## src/rtl/srx_pkg.sv

```systemverilog
`timescale 1ns/1ps
package srx_pkg;
  typedef struct packed {
    logic lt;
    logic gt;
    logic eq;
    logic so;
  } cond_t;
endpackage

```

## src/rtl/srx_shifter.sv

```systemverilog
`timescale 1ns/1ps
module srx_shifter #(
  parameter int DATA_W = 32,
  parameter int CNT_W  = $clog2(DATA_W)
) (
  input  logic [DATA_W-1:0] src,
  input  logic [CNT_W-1:0]  cnt,
  output logic [DATA_W-1:0] shifted,
  output logic [DATA_W-1:0] rotated,
  output logic              lost_ones
);
  logic [2*DATA_W-1:0] doubled;
  logic [DATA_W-1:0]   keep_mask;

  always_comb begin
    doubled   = {src, src} >> cnt;
    rotated   = doubled[DATA_W-1:0];
    shifted   = DATA_W'($signed(src) >>> cnt);
    keep_mask = {DATA_W{1'b1}} >> cnt;
    // rotated bits outside the keep mask are the bits that were shifted out
    lost_ones = |(rotated & ~keep_mask);
  end
endmodule

```

## src/rtl/srx_flags.sv

```systemverilog
`timescale 1ns/1ps
module srx_flags #(
  parameter int DATA_W = 32
) (
  input  logic [DATA_W-1:0] shifted,
  input  logic              src_sign,
  input  logic              lost_ones,
  input  logic              so_in,
  output logic              carry,
  output srx_pkg::cond_t    cond
);
  always_comb begin
    carry   = src_sign & lost_ones;
    cond.lt = shifted[DATA_W-1];
    cond.eq = (shifted == '0);
    cond.gt = ~shifted[DATA_W-1] & (shifted != '0);
    cond.so = so_in;
  end
endmodule

```

## src/rtl/srx_unit.sv

```systemverilog
`timescale 1ns/1ps
module srx_unit #(
  parameter int DATA_W = 32,
  parameter int OPB_W  = 32
) (
  input  logic              clk,
  input  logic              rst_n,
  input  logic              in_valid,
  input  logic [DATA_W-1:0] src_word,
  input  logic [OPB_W-1:0]  shift_opnd,
  input  logic              record_en,
  input  logic              summary_ovf,
  output logic              out_valid,
  output logic [DATA_W-1:0] result,
  output logic [DATA_W-1:0] rot_word,
  output logic              carry_out,
  output logic              cond_wr,
  output logic [3:0]        cond_field
);
  localparam int CNT_W = $clog2(DATA_W);

  logic [CNT_W-1:0]  cnt;
  logic              unused_opnd_hi;
  logic [DATA_W-1:0] shifted_c, rotated_c;
  logic              lost_c, carry_c;
  srx_pkg::cond_t    cond_c;

  assign cnt            = shift_opnd[CNT_W-1:0];
  assign unused_opnd_hi = ^shift_opnd[OPB_W-1:CNT_W];

  srx_shifter #(.DATA_W(DATA_W), .CNT_W(CNT_W)) u_shift (
    .src       (src_word),
    .cnt       (cnt),
    .shifted   (shifted_c),
    .rotated   (rotated_c),
    .lost_ones (lost_c)
  );

  srx_flags #(.DATA_W(DATA_W)) u_flags (
    .shifted   (shifted_c),
    .src_sign  (src_word[DATA_W-1]),
    .lost_ones (lost_c),
    .so_in     (summary_ovf),
    .carry     (carry_c),
    .cond      (cond_c)
  );

  // next state
  logic           valid_d, cwr_d, carry_d;
  srx_pkg::cond_t cond_d, cond_q;
  logic           rec_take;

  always_comb begin
    rec_take = in_valid & record_en;
    valid_d  = in_valid;
    cwr_d    = rec_take;
    carry_d  = in_valid ? carry_c : carry_out;
    cond_d   = rec_take ? cond_c : cond_q;
  end

  // control and flag registers
  always_ff @(posedge clk or negedge rst_n) begin
    if (!rst_n) begin
      out_valid <= 1'b0;
      cond_wr   <= 1'b0;
      carry_out <= 1'b0;
      cond_q    <= '0;
    end else begin
      out_valid <= valid_d;
      cond_wr   <= cwr_d;
      carry_out <= carry_d;
      cond_q    <= cond_d;
    end
  end

  // data registers, enabled by the operand strobe
  always_ff @(posedge clk) begin
    if (in_valid) begin
      result   <= shifted_c;
      rot_word <= rotated_c;
    end
  end

  assign cond_field = cond_q;
endmodule

```

## config.mk

```make
export PLATFORM = sky130hd
export DESIGN_NAME = srx_unit
export DESIGN_NICKNAME = d
export VERILOG_FILES = /design/src/rtl/srx_pkg.sv /design/src/rtl/srx_shifter.sv /design/src/rtl/srx_flags.sv /design/src/rtl/srx_unit.sv
export SDC_FILE = /design/constraint.sdc
export NUM_CORES = 1
export LEC_CHECK = 0
export BUFFER_PORTS_ARGS = -buffer_cell sky130_fd_sc_hd__buf_4
export CORE_MARGIN = 4
export CORE_UTILIZATION = 51
export CTS_BUF_LIST = sky130_fd_sc_hd__clkbuf_8
export CTS_CLUSTER_DIAMETER = 200
export DETAILED_ROUTE_END_ITERATION = 16
export PLACE_DENSITY = 0.77
export SYNTH_ARGS = -nofsm -noshare
export SYNTH_HDL_FRONTEND = slang
export SYNTH_SLANG_ARGS = --single-unit
```

## constraint.sdc

```tcl
create_clock -name clk -period 0.8 [get_ports clk]
set_clock_uncertainty 0.1 [all_clocks]
set_input_delay 0.08 -clock clk [delete_from_list [all_inputs] [get_ports clk]]
set_output_delay 0.08 -clock clk [all_outputs]
set_load 0.01 [all_outputs]
```

==> flow_metrics.env <==
export IMPL_placed_cells=899
export IMPL_path_depth=9
export IMPL_start_util_pct=52.7
export IMPL_crit_fanout=4
export IMPL_antenna_found_initial=1
export IMPL_rows=38
export IMPL_power_leakage_nw=4.41
export IMPL_die_area_um2=13100
export IMPL_ant_nets=0
export IMPL_cp_data_arrival_time_ns=2.49
export IMPL_area_growth_pct=80.9
export IMPL_synth_edf_count=63
export IMPL_finalHoldWorstSlack_ns=-0.169
export IMPL_synthArstFlopShare_pct=10.0
export IMPL_grt_pass1_vias=6529
export IMPL_setup_ws_ns=-1.49
export IMPL_clock_latency_ns=0.37
export IMPL_finalSetupViolCount=138
export IMPL_cts_max_path_buffers=2
export IMPL_pwr_share_clk_pct=22.0
export IMPL_seqPwrFrac_pct=28.5
export IMPL_drtIter0Drc=1356
export IMPL_slew_headroom_pct=53.1
export IMPL_diodes=0
export IMPL_grt_max_degree=44
export IMPL_syn_cell_area_um2=5760
export IMPL_dp_hpwl_mm=16.9
export IMPL_gp_congestion=0.968
export IMPL_hold_path_class="input port to flop"
export IMPL_rsz0062_at_grt="true"
export IMPL_numClockSinks=70
export IMPL_finalSetupTns_ns=-83.85
export IMPL_critical_path_buf_inv_count=3
export IMPL_drc=0
export IMPL_power_total_w=0.0170
export IMPL_routed_wl_mm=32.2
export IMPL_fin_cells=968
export IMPL_final_min_clock_period_ns=2.29
export IMPL_crit_path_end_kind="flop"
export IMPL_dieWidth_um=114
export IMPL_required_ns=1.00
export IMPL_critPathKind="input port to flop"
export IMPL_clock_root_buffer="clkbuf_8"
export IMPL_h_tree_depth=3
export IMPL_core_um2=10900
export IMPL_yosysWarnings=0
export IMPL_finalHoldViolCount=2
export IMPL_start_kind="input port"
export IMPL_synth_flop_cell="edfxtp_1"
export IMPL_vias=7303
export IMPL_synthCells=504
export IMPL_violations="negative hold slack, negative setup slack"
export IMPL_fmax_mhz=438
export IMPL_path_cells="buf_4 > mux4_2 > mux2i_1 > buf_4 > inv_4 > mux4_2 > nor4_4 > and3_4 > a22o_1"
export IMPL_io_buffers=112
export IMPL_dr_pass1_iters=8
export IMPL_drv_slew=0
export IMPL_peakVddDrop_v=0.00245
export IMPL_final_nets=892
export IMPL_wl_per_cell_um=33.2
export IMPL_crit_slowest_cell="mux4_2"
export IMPL_clk_pin_slew_ns=0.09
export IMPL_cp_top_family="multiplexers"
export IMPL_pin_count=140
export IMPL_period_share_pct=286
export IMPL_intPower_w=0.0109
export IMPL_syn_num_nets=573
export IMPL_final_area_um2=10400
export IMPL_hold_path_depth=2
export IMPL_p_comb_share_pct=49.4
export IMPL_grt_ovfl_total=0
export IMPL_synth_cell_type_count=57
export IMPL_fp_dieH_um=114
export IMPL_power_switching_w=0.00605
export IMPL_via_per_inst=7.54
export IMPL_tritoncts="built"
export IMPL_cts_buffers=9
export IMPL_power_density_nw_per_um2=1630
export IMPL_p_sw_share_pct=35.6
export IMPL_yosys_register_bits=70
export IMPL_grt_pass1_wl_mm=38.2
export IMPL_worst_pin_slew_ns=0.686
export IMPL_outcome="finished, violations left"
export IMPL_drive_above_1_share_pct=69.4
export IMPL_syn_area_per_cell_um2=11.4
export IMPL_drv_cap=0
export IMPL_reg2reg_depth=2
export IMPL_track_usage_pct=38.9
export IMPL_placed_area_um2=8300
export IMPL_yosysSeqAreaShare_pct=35.9
export IMPL_ctsHoldBuffers=1
export IMPL_crit_path_max_incr_delay_ns=0.53
## repair_timing
item | CTS | global route
hold endpoints to repair | 10 | 7
resized for setup | 210 | 147
gates cloned | 4 | 0
setup buffers | 33 | 39
pin swaps | 18 | 31
setup endpoints to repair | 137 | 138
## metal layers
metal | track usage, % | wire length, um | part of all wire (%) | vias up
li1 | - | - | - | 2630
met1 | 49.2 | 10100 | 31 | 3386
met2 | 63.2 | 14300 | 44 | 989
met3 | 7.66 | 4750 | 15 | 298
met4 | 21.0 | 3050 | 9.5 | 0
met5 | 0 | 0 | 0 | -
## cell type report
cell class                 instances  area, um^2
timing repair buffer             354        3540
fill                             255         513
clock inverter                     7         120
multi-input combinational        375        4340
tap                              140         175
clock buffer                       9         124
sequential                        70        2070
inverter                          13        51.3
## per-stage QoR
step	util, %	setup WS [ns]
floorplan	-	-1.35
global placement	75.9	-2.07
detailed placement	75.9	-2.02
CTS	88.4	-1.24
global route	95.3	-1.49
finish	95.3	-1.49
## state kept, by name, summed over array words and instances, names as in the netlist
name and cells:
result 31, out_valid 1, cond_wr 1, carry_out 1
cond_field 4, rot_word 32
## path summary, 6_finish.rpt
path	slack, ns	endpoint	from
hold reg to reg	0.46	cond_field[3]	cond_field[3]
max in group asynchronous	0.39	carry_out	rst_n
setup reg to reg	-0.20	cond_field[0]	cond_field[0]
min in group asynchronous	0.05	out_valid	rst_n
setup / recovery	-1.49	cond_field[1]	src_word[9]
hold / removal	-0.17	cond_field[0]	summary_ovf
## cell usage after synthesis (2+ instances only)
master | n | area, um^2
a2111oi_0 | 2 | 17.5
a211o_1 | 4 | 35.0
a211oi_1 | 2 | 15.0
a21boi_0 | 3 | 22.5
a21o_1 | 2 | 15.0
a21oi_1 | 17 | 85.1
a221o_1 | 2 | 20.0
a221oi_1 | 2 | 17.5
a22oi_1 | 2 | 15.0
a31oi_1 | 3 | 18.8
and2_1 | 3 | 18.8
and4_1 | 2 | 17.5
buf_1 | 11 | 41.3
buf_2 | 7 | 35.0
buf_4 | 2 | 15.0
buf_6 | 5 | 56.3
clkbuf_1 | 21 | 78.8
clkinv_1 | 3 | 11.3
dfrtp_1 | 7 | 175
edfxtp_1 | 63 | 1890
inv_1 | 9 | 33.8
mux2_2 | 37 | 417
mux2i_1 | 63 | 631
mux2i_2 | 5 | 68.8
mux4_2 | 50 | 1130
nand2_1 | 68 | 255
nand3_1 | 7 | 35.0
nand4_1 | 3 | 18.8
nor2_1 | 21 | 78.8
nor3_1 | 4 | 20.0
nor4_1 | 5 | 31.3
o211ai_1 | 7 | 52.6
o21a_1 | 2 | 15.0
o21ai_0 | 32 | 160
o21bai_1 | 2 | 15.0
o22ai_1 | 3 | 18.8
o31ai_1 | 3 | 22.5
## power by group through the flow
stage / logic [W] / registers, W / clock network [W]
detailed placement: 0.00561 / 0.00478 / 0
floorplan: 0.00248 / 0.00500 / 0
global route: 0.00849 / 0.00486 / 0.00382
CTS: 0.00673 / 0.00477 / 0.00358
finish: 0.00840 / 0.00485 / 0.00375
global placement: 0.00551 / 0.00475 / 0
## placed cells by master, fill, tap and decap left out, types with 4 or more instances in the layout
cell / n
o21ai_0: 4
o21ai_2: 14
clkbuf_8: 9
inv_1: 5
nand2_2: 17
nor2_1: 15
mux2i_4: 22
inv_2: 4
buf_4: 180
buf_8: 8
o21ai_4: 8
a21oi_1: 13
a211o_1: 4
mux2_4: 30
nand2_4: 7
mux4_2: 50
nand3_1: 4
nand2_1: 44
mux2_2: 8
o211ai_1: 7
dfrtp_1: 7
mux2i_1: 37
nor2_2: 4
buf_16: 5
buf_12: 14
edfxtp_1: 63
buf_6: 146
mux2i_2: 9
o21ai_1: 7
## worst reg2reg max path, delay by kind of cell (launching register included)
family                 cells  cell delay (ns)
flip-flops                 1             0.42
multiplexers               1             0.25
buffers and inverters      1             0.13
## cells by family after synthesis
group | synth area share (%)
AOI/OAI and AO/OA | 11.3
muxes | 39.1
buffers and inverters | 4.78
and+or+nand+nor | 8.99
DFF | 35.9
No activity file was read; power rests on OpenSTA's default activity.
